==> src/rtl/hdb3_rx_pkg.sv <==
package hdb3_rx_pkg;

  typedef struct packed {
    logic p;
    logic n;
  } sym_t;

  typedef enum logic [1:0] {
    SUB_NONE = 2'd0,
    SUB_ZZZV = 2'd1,
    SUB_BZZV = 2'd2
  } sub_t;

  // A cycle carries a mark when either rail pulsed.
  function automatic logic sym_mark(sym_t s);
    return s.p | s.n;
  endfunction

  // Polarity of a mark: 1 = positive, 0 = negative.
  function automatic logic sym_pol(sym_t s);
    return s.p;
  endfunction

  // Shape of the three most recent cycles ahead of a repeated-polarity mark.
  // h[0] is the newest cycle.
  function automatic sub_t classify(logic [2:0] h);
    if (h == 3'b000) return SUB_ZZZV;
    if (h == 3'b100) return SUB_BZZV;
    return SUB_NONE;
  endfunction

endpackage

==> src/rtl/rx_code_check.sv <==
module rx_code_check
  import hdb3_rx_pkg::*;
(
  input  logic       clk,
  input  logic       rst_n,
  input  sym_t       in_sym,
  input  logic [2:0] hist_mark,
  input  logic       code_en,
  input  logic       dual_rail,
  output logic       sub_v,
  output logic       clr_b,
  output logic       viol_q
);

  logic last_pol;
  logic same_pol;
  logic hdb_on;
  logic viol_evt;
  sub_t kind;

  assign hdb_on   = code_en & ~dual_rail;
  assign same_pol = sym_mark(in_sym) & (sym_pol(in_sym) == last_pol);
  assign kind     = classify(hist_mark);
  assign sub_v    = hdb_on & same_pol & (kind != SUB_NONE);
  assign clr_b    = hdb_on & same_pol & (kind == SUB_BZZV);
  assign viol_evt = ~dual_rail & same_pol & ~sub_v;

  always_ff @(posedge clk or negedge rst_n) begin
    if (!rst_n) begin
      last_pol <= 1'b0;
      viol_q   <= 1'b0;
    end else begin
      if (sym_mark(in_sym)) last_pol <= sym_pol(in_sym);
      viol_q <= viol_evt;
    end
  end

  AST_SUB_NOT_FLAGGED: assert property (@(posedge clk) disable iff (!rst_n)
    viol_q |-> !$past(sub_v));

endmodule

==> src/rtl/rx_delay_line.sv <==
module rx_delay_line
  import hdb3_rx_pkg::*;
#(
  parameter int DEPTH = 4
) (
  input  logic       clk,
  input  logic       rst_n,
  input  sym_t       in_sym,
  input  logic       sub_v,
  input  logic       clr_b,
  output logic [2:0] hist_mark,
  output sym_t       out_sym
);

  localparam int CLR_STAGE = 3;

  sym_t st [DEPTH];

  always_ff @(posedge clk or negedge rst_n) begin
    if (!rst_n) st[0] <= '0;
    else        st[0] <= sub_v ? sym_t'(2'b00) : in_sym;
  end

  for (genvar i = 1; i < DEPTH; i++) begin : g_stage
    if (i == CLR_STAGE) begin : g_clr
      always_ff @(posedge clk or negedge rst_n) begin
        if (!rst_n) st[i] <= '0;
        else        st[i] <= clr_b ? sym_t'(2'b00) : st[i-1];
      end
    end else begin : g_pass
      always_ff @(posedge clk or negedge rst_n) begin
        if (!rst_n) st[i] <= '0;
        else        st[i] <= st[i-1];
      end
    end
  end

  assign hist_mark = {sym_mark(st[2]), sym_mark(st[1]), sym_mark(st[0])};
  assign out_sym   = st[DEPTH-1];

  AST_CLR_HITS_MARK: assert property (@(posedge clk) disable iff (!rst_n)
    clr_b |-> sym_mark(st[2]));
  AST_V_REMOVED: assert property (@(posedge clk) disable iff (!rst_n)
    sub_v |=> !sym_mark(st[0]));

endmodule

==> src/rtl/rx_zero_watch.sv <==
module rx_zero_watch #(
  parameter int LIMIT = 32
) (
  input  logic clk,
  input  logic rst_n,
  input  logic mark_in,
  output logic los_act
);

  localparam int CW = $clog2(LIMIT + 2);
  localparam logic [CW-1:0] CAP = CW'(LIMIT + 1);

  logic [CW-1:0] run_q;

  function automatic logic [CW-1:0] run_next(logic [CW-1:0] cur, logic mark);
    if (mark)       return '0;
    if (cur == CAP) return cur;
    return cur + 1'b1;
  endfunction

  always_ff @(posedge clk or negedge rst_n) begin
    if (!rst_n) run_q <= '0;
    else        run_q <= run_next(run_q, mark_in);
  end

  assign los_act = (run_q == CAP);

  AST_LOS_AFTER_ZERO: assert property (@(posedge clk) disable iff (!rst_n)
    los_act |-> !$past(mark_in));

endmodule

==> src/rtl/hdb3_rx_decoder.sv <==
module hdb3_rx_decoder
  import hdb3_rx_pkg::*;
#(
  parameter int PIPE_DEPTH = 4,
  parameter int LOS_LIMIT  = 32
) (
  input  logic rx_clk,
  input  logic rst_n,
  input  logic line_p,
  input  logic line_n,
  input  logic code_en,
  input  logic dual_rail,
  input  logic inv_mode,
  input  logic ais_req,
  input  logic alm_test_n,
  input  logic shutdown_en,
  output logic clk_out,
  output logic rx_d_p,
  output logic rx_d_n,
  output logic viol,
  output logic los_n
);

  sym_t       in_sym;
  sym_t       out_sym;
  logic [2:0] hist_mark;
  logic       sub_v;
  logic       clr_b;
  logic       viol_q;
  logic       los_act;
  logic       rail_p;
  logic       rail_n;
  logic       park;
  logic       flip;

  assign in_sym.p = line_p;
  assign in_sym.n = line_n;

  rx_code_check u_check (
    .clk       (rx_clk),
    .rst_n     (rst_n),
    .in_sym    (in_sym),
    .hist_mark (hist_mark),
    .code_en   (code_en),
    .dual_rail (dual_rail),
    .sub_v     (sub_v),
    .clr_b     (clr_b),
    .viol_q    (viol_q)
  );

  rx_delay_line #(.DEPTH(PIPE_DEPTH)) u_delay (
    .clk       (rx_clk),
    .rst_n     (rst_n),
    .in_sym    (in_sym),
    .sub_v     (sub_v),
    .clr_b     (clr_b),
    .hist_mark (hist_mark),
    .out_sym   (out_sym)
  );

  rx_zero_watch #(.LIMIT(LOS_LIMIT)) u_zero (
    .clk     (rx_clk),
    .rst_n   (rst_n),
    .mark_in (sym_mark(out_sym)),
    .los_act (los_act)
  );

  always_comb begin
    if (ais_req) begin
      rail_p = 1'b1;
      rail_n = 1'b1;
    end else if (los_act) begin
      rail_p = 1'b0;
      rail_n = 1'b0;
    end else begin
      rail_p = out_sym.p;
      rail_n = out_sym.n;
    end
    if (dual_rail) begin
      rx_d_p = rail_p ^ inv_mode;
      rx_d_n = rail_n ^ inv_mode;
    end else begin
      rx_d_p = rail_p | rail_n;
      rx_d_n = 1'b0;
    end
  end

  assign flip    = dual_rail & inv_mode;
  assign park    = shutdown_en & los_act;
  assign clk_out = park ? ~flip : (rx_clk ^ flip);
  assign viol    = ~alm_test_n | (~dual_rail & viol_q);
  assign los_n   = alm_test_n & ~los_act;

  AST_DUAL_QUIET: assert property (@(posedge rx_clk) disable iff (!rst_n)
    (dual_rail && alm_test_n) |-> !viol);
  AST_TEST_ALARMS: assert property (@(posedge rx_clk) disable iff (!rst_n)
    !alm_test_n |-> (viol && !los_n));
  AST_AIS_SINGLE: assert property (@(posedge rx_clk) disable iff (!rst_n)
    (!dual_rail && ais_req) |-> (rx_d_p && !rx_d_n));

endmodule

==> config.mk <==
export PLATFORM = sky130hd
export DESIGN_NAME = hdb3_rx_decoder
export DESIGN_NICKNAME = d
export VERILOG_FILES = /design/src/rtl/hdb3_rx_pkg.sv /design/src/rtl/rx_code_check.sv /design/src/rtl/rx_delay_line.sv /design/src/rtl/rx_zero_watch.sv /design/src/rtl/hdb3_rx_decoder.sv
export SDC_FILE = /design/constraint.sdc
export NUM_CORES = 1
export LEC_CHECK = 0
export BUFFER_PORTS_ARGS = -buffer_cell sky130_fd_sc_hd__buf_2
export CAP_MARGIN = 20
export CORE_UTILIZATION = 50
export DETAILED_ROUTE_END_ITERATION = 8
export PLACE_DENSITY = 0.74
export REMOVE_ABC_BUFFERS = 1
export SLEW_MARGIN = 20
export SYNTH_ARGS = -nofsm -noshare
export SYNTH_HDL_FRONTEND = slang
export SYNTH_SLANG_ARGS = --single-unit
==> constraint.sdc <==
create_clock -name rx_clk -period 2.03 [get_ports rx_clk]
set_input_delay 0.1015 -clock rx_clk [delete_from_list [all_inputs] [get_ports rx_clk]]
set_output_delay 0.1015 -clock rx_clk [all_outputs]
set_load 0.005 [all_outputs]
==> results.py <==
metrics = {
    "run_status": {
        "outcome": "finished with violations",
        "violations": "setup timing",
    },
    "detailed_routing": {
        "post_drt_via_cell_ratio": 5.300,
        "wl_per_cell_um": 13.12,
        "antenna_left": 0,
        "wirelength_um": 1443,
        "vias": 583,
        "drtPass1Iterations": 4,
        "drc": 0,
        "drt_iter0_drc": 14,
    },
    "grt": {
        "grtUsageMet3_pct": 13.89,
        "top_usage_layer": "met2",
        "overflow": 0,
        "grtUsageMet2_pct": 33.33,
        "grt_pass1_vias": 528,
        "grt_pass1_wl_um": 2007,
        "use_met1_pct": 18.69,
        "grt_antenna_before_repair": 0,
        "grt_use_total_pct": 20.81,
        "grt_max_degree": 17,
    },
    "placement": {
        "placed_cell_area_um2": 802.0,
        "dp_hpwl_um": 890.9,
        "dp_cells": 94,
        "place_ws_ps": 272.5,
        "io_buffers": 14,
        "place_congestion": 0.6108,
    },
    "worst_setup_path": {
        "critical_path_class": "flop to primary output",
        "max_stage_delay_ps": 440,
        "critPathBufInv": 2,
        "critPathArrivalTime_ps": 2000,
        "worstSetupStartpointType": "flop",
        "critPathRequiredTime_ps": 1930,
        "ff2ff_setup_slack_ps": 310,
        "crit_chain": "inv_1 -> ha_1 -> nand3b_1 -> or3_4 -> a21oi_2 -> mux2i_1 -> buf_2",
        "crit_family": "simple AND/OR/NAND/NOR gates",
        "critPathMaxFanout": 5,
        "cp-end-kind": "primary output",
        "slowest_stage": "or3_4",
    },
    "sta": {
        "finalCritPeriodShare_pct": 103.6,
        "hold_viol": 0,
        "min_period_ps": 2103,
        "worst_clock_skew_ps": 7.355,
        "hold_ws_ps": 23.08,
        "setup_viol": 3,
        "slew_viol_final": 0,
        "tightest_slew_ps": 548.1,
        "max_freq_mhz": 475.5,
        "fin_ws_ps": -73.01,
        "rsz0062_at_grt": "yes",
        "slew_headroom_pct": 63.24,
    },
    "logic_synthesis": {
        "syn_avg_cell_area_um2": 10.82,
        "synth_edf_count": 0,
        "synth_compound_area_share_pct": 10.03,
        "ys.flop_type": "dfrtp_1",
        "synth.area.mux_share_pct": 1.361,
        "synth_simple_gate_area_share_pct": 19.05,
        "synthCells": 68,
        "synth_top_family_by_area": "simple AND/OR/NAND/NOR gates",
        "yosys.area_share.adder_pct": 3.401,
        "synth-xor-area-share_pct": 7.143,
        "yosys_warnings": 0,
        "ys_ff_latch": 16,
        "synthArstFlopShare_pct": 100.0,
        "syn_area_um2": 735.7,
        "synthDistinctLibCells": 26,
        "ys_seq_area_share_pct": 54.42,
    },
    "power_and_ir_drop": {
        "power_density_nw_per_um2": 788.5,
        "seq_power_share_pct": 45.9,
        "clkPwrFrac_pct": 46.2,
        "switching_share_pct": 24.36,
        "p_leak_nw": 0.4367,
        "design_power_total_mw": 0.7448,
        "ir_drop_mv": 0.5980,
        "p_sw_mw": 0.1815,
        "p_comb_share_pct": 7.9,
        "p_int_mw": 0.5634,
    },
    "floorplanning": {
        "core-area_um2": 1334,
        "die_w_um": 40.36,
        "die-area_um2": 1629,
        "start_util_pct": 55.16,
        "die_h_um": 40.36,
        "rows": 13,
        "io_pins": 15,
    },
    "layout": {
        "syn2layout_area_growth_pct": 28.40,
        "final_layout_size_suffix_gt1_share_pct": 32.63,
        "fillers": 101,
        "stdcell_count": 110,
        "fin_area_um2": 944.7,
        "nets": 108,
        "diodes": 0,
    },
    "cts": {
        "clk_pin_slew_ps": 90,
        "cts_tree": "yes",
        "insertion_delay_ps": 390,
    },
    "job": {
        "cap_violations": 0,
    },
    "worst_hold_path": {
        "hold_class": "primary input to flop",
    },
}
-- routing by layer --
metal,part of all wire [%],wire (um),vias up
li1,-,-,286
met1,41,585,284
met2,55,792,11
met3,3.6,52,2
met4,0.83,12,0
met5,0,0,-
-- path summary, 6_finish.rpt --
| kind | from | depth (start not counted) | endpoint |
|---|---|---|---|
| worst min register to register | u_delay.st[7] | 0 | u_delay.st[5] |
| worst max register to register | u_zero.run_q[1] | 6 | u_zero.run_q[1] |
| min in group asynchronous | rst_n | 2 | u_check.last_pol |
| worst min-delay path | code_en | 3 | u_check.viol_q |
| worst max-delay path | u_zero.run_q[1] | 7 | rx_d_n |
| max in group asynchronous | rst_n | 2 | u_zero.run_q[5] |
-- power groups by stage --
stage               Combinational, mW  Clock [mW]  Sequential [mW]
CTS                            0.0578       0.354            0.342
global placement               0.0477      0.0462            0.349
floorplan                      0.0236      0.0291            0.346
detailed placement             0.0486      0.0462            0.350
global route                   0.0665       0.377            0.344
finish                         0.0588       0.344            0.342
-- cell type report --
type                    count  area, um2  share of cell area [%]
clock buffers               8      63.81                   6.755
flip-flops and latches     16      400.4                   42.38
well taps                  15      18.77                   1.987
inverters                   3      11.26                   1.192
repair buffers             22      140.1                   14.83
multi-input cells          46      310.3                   32.85
-- repair_timing --
item / CTS / global route
resized for setup: 2 / 0
setup buffers: 2 / 4
pin swaps: 0 / 2
hold buffers: 3 / 0
endpoints found under the setup margin: 2 / 4
endpoints found under the hold margin: 19 / 0
-- kinds of logic (layout without fill, tap and decap cells) --
kind of cell	after synthesis	count (layout)
compound gates	11	11
xor+xnor	6	6
fa+ha+maj	2	2
buf+inv	6	33
flops	16	16
mux	1	1
simple gates	26	26
-- tightest hold or removal path, stage by stage --
cell and delay, ps:
buf_2 80, nand2_1 50, and2_1 150
-- layout by cell type (no fill, tap or decap) --
cell	Yosys	routed
dfrtp_1	16	16
buf_2	0	14
clkbuf_4	0	6
buf_4	1	6
nand2_1	4	4
nor2b_1	4	4
a21oi_1	5	4
nor3_1	4	4
inv_1	3	3
nor4_1	3	3
nor2_1	3	3
xor2_1	3	3
xnor2_1	3	3
dlygate4sd3_1	0	3
o21ai_0	2	2
nand3_1	2	2
ha_1	2	2
or3_1	2	1
a211oi_1	1	1
and2_1	1	1
nand3b_1	1	1
or3_4	0	1
and2_2	1	1
nand2b_1	1	1
a21oi_2	0	1
mux2i_1	1	1
a2bb2oi_1	1	1
a21o_1	1	1
a2111oi_2	1	1
clkbuf_8	0	1
-- cells in the mapped netlist (3+ instances only) --
master / number / area [um2]
nor2_1: 3 / 11.26
nor3_1: 4 / 20.02
a21oi_1: 5 / 25.02
nand2_1: 4 / 15.01
dfrtp_1: 16 / 400.4
nor2b_1: 4 / 25.02
xnor2_1: 3 / 26.28
inv_1: 3 / 11.26
nor4_1: 3 / 18.77
xor2_1: 3 / 26.28
-- flip-flops by register name, indices dropped and copies added, names as in the netlist --
name and flops:
u_check.viol_q 1, u_delay.st 6, u_zero.run_q 6, u_check.last_pol 1, u_delay.out_sym 2
-- stage by stage --
step                      utilization [%]  setup TNS [ps]
after floorplan                         -               0
after global placement              60.13               0
after detailed placement            60.13               0
after CTS                           68.57          -9.626
after global routing                70.83          -571.4
final                               70.83          -142.2
(Power assumes the default switching activity.)
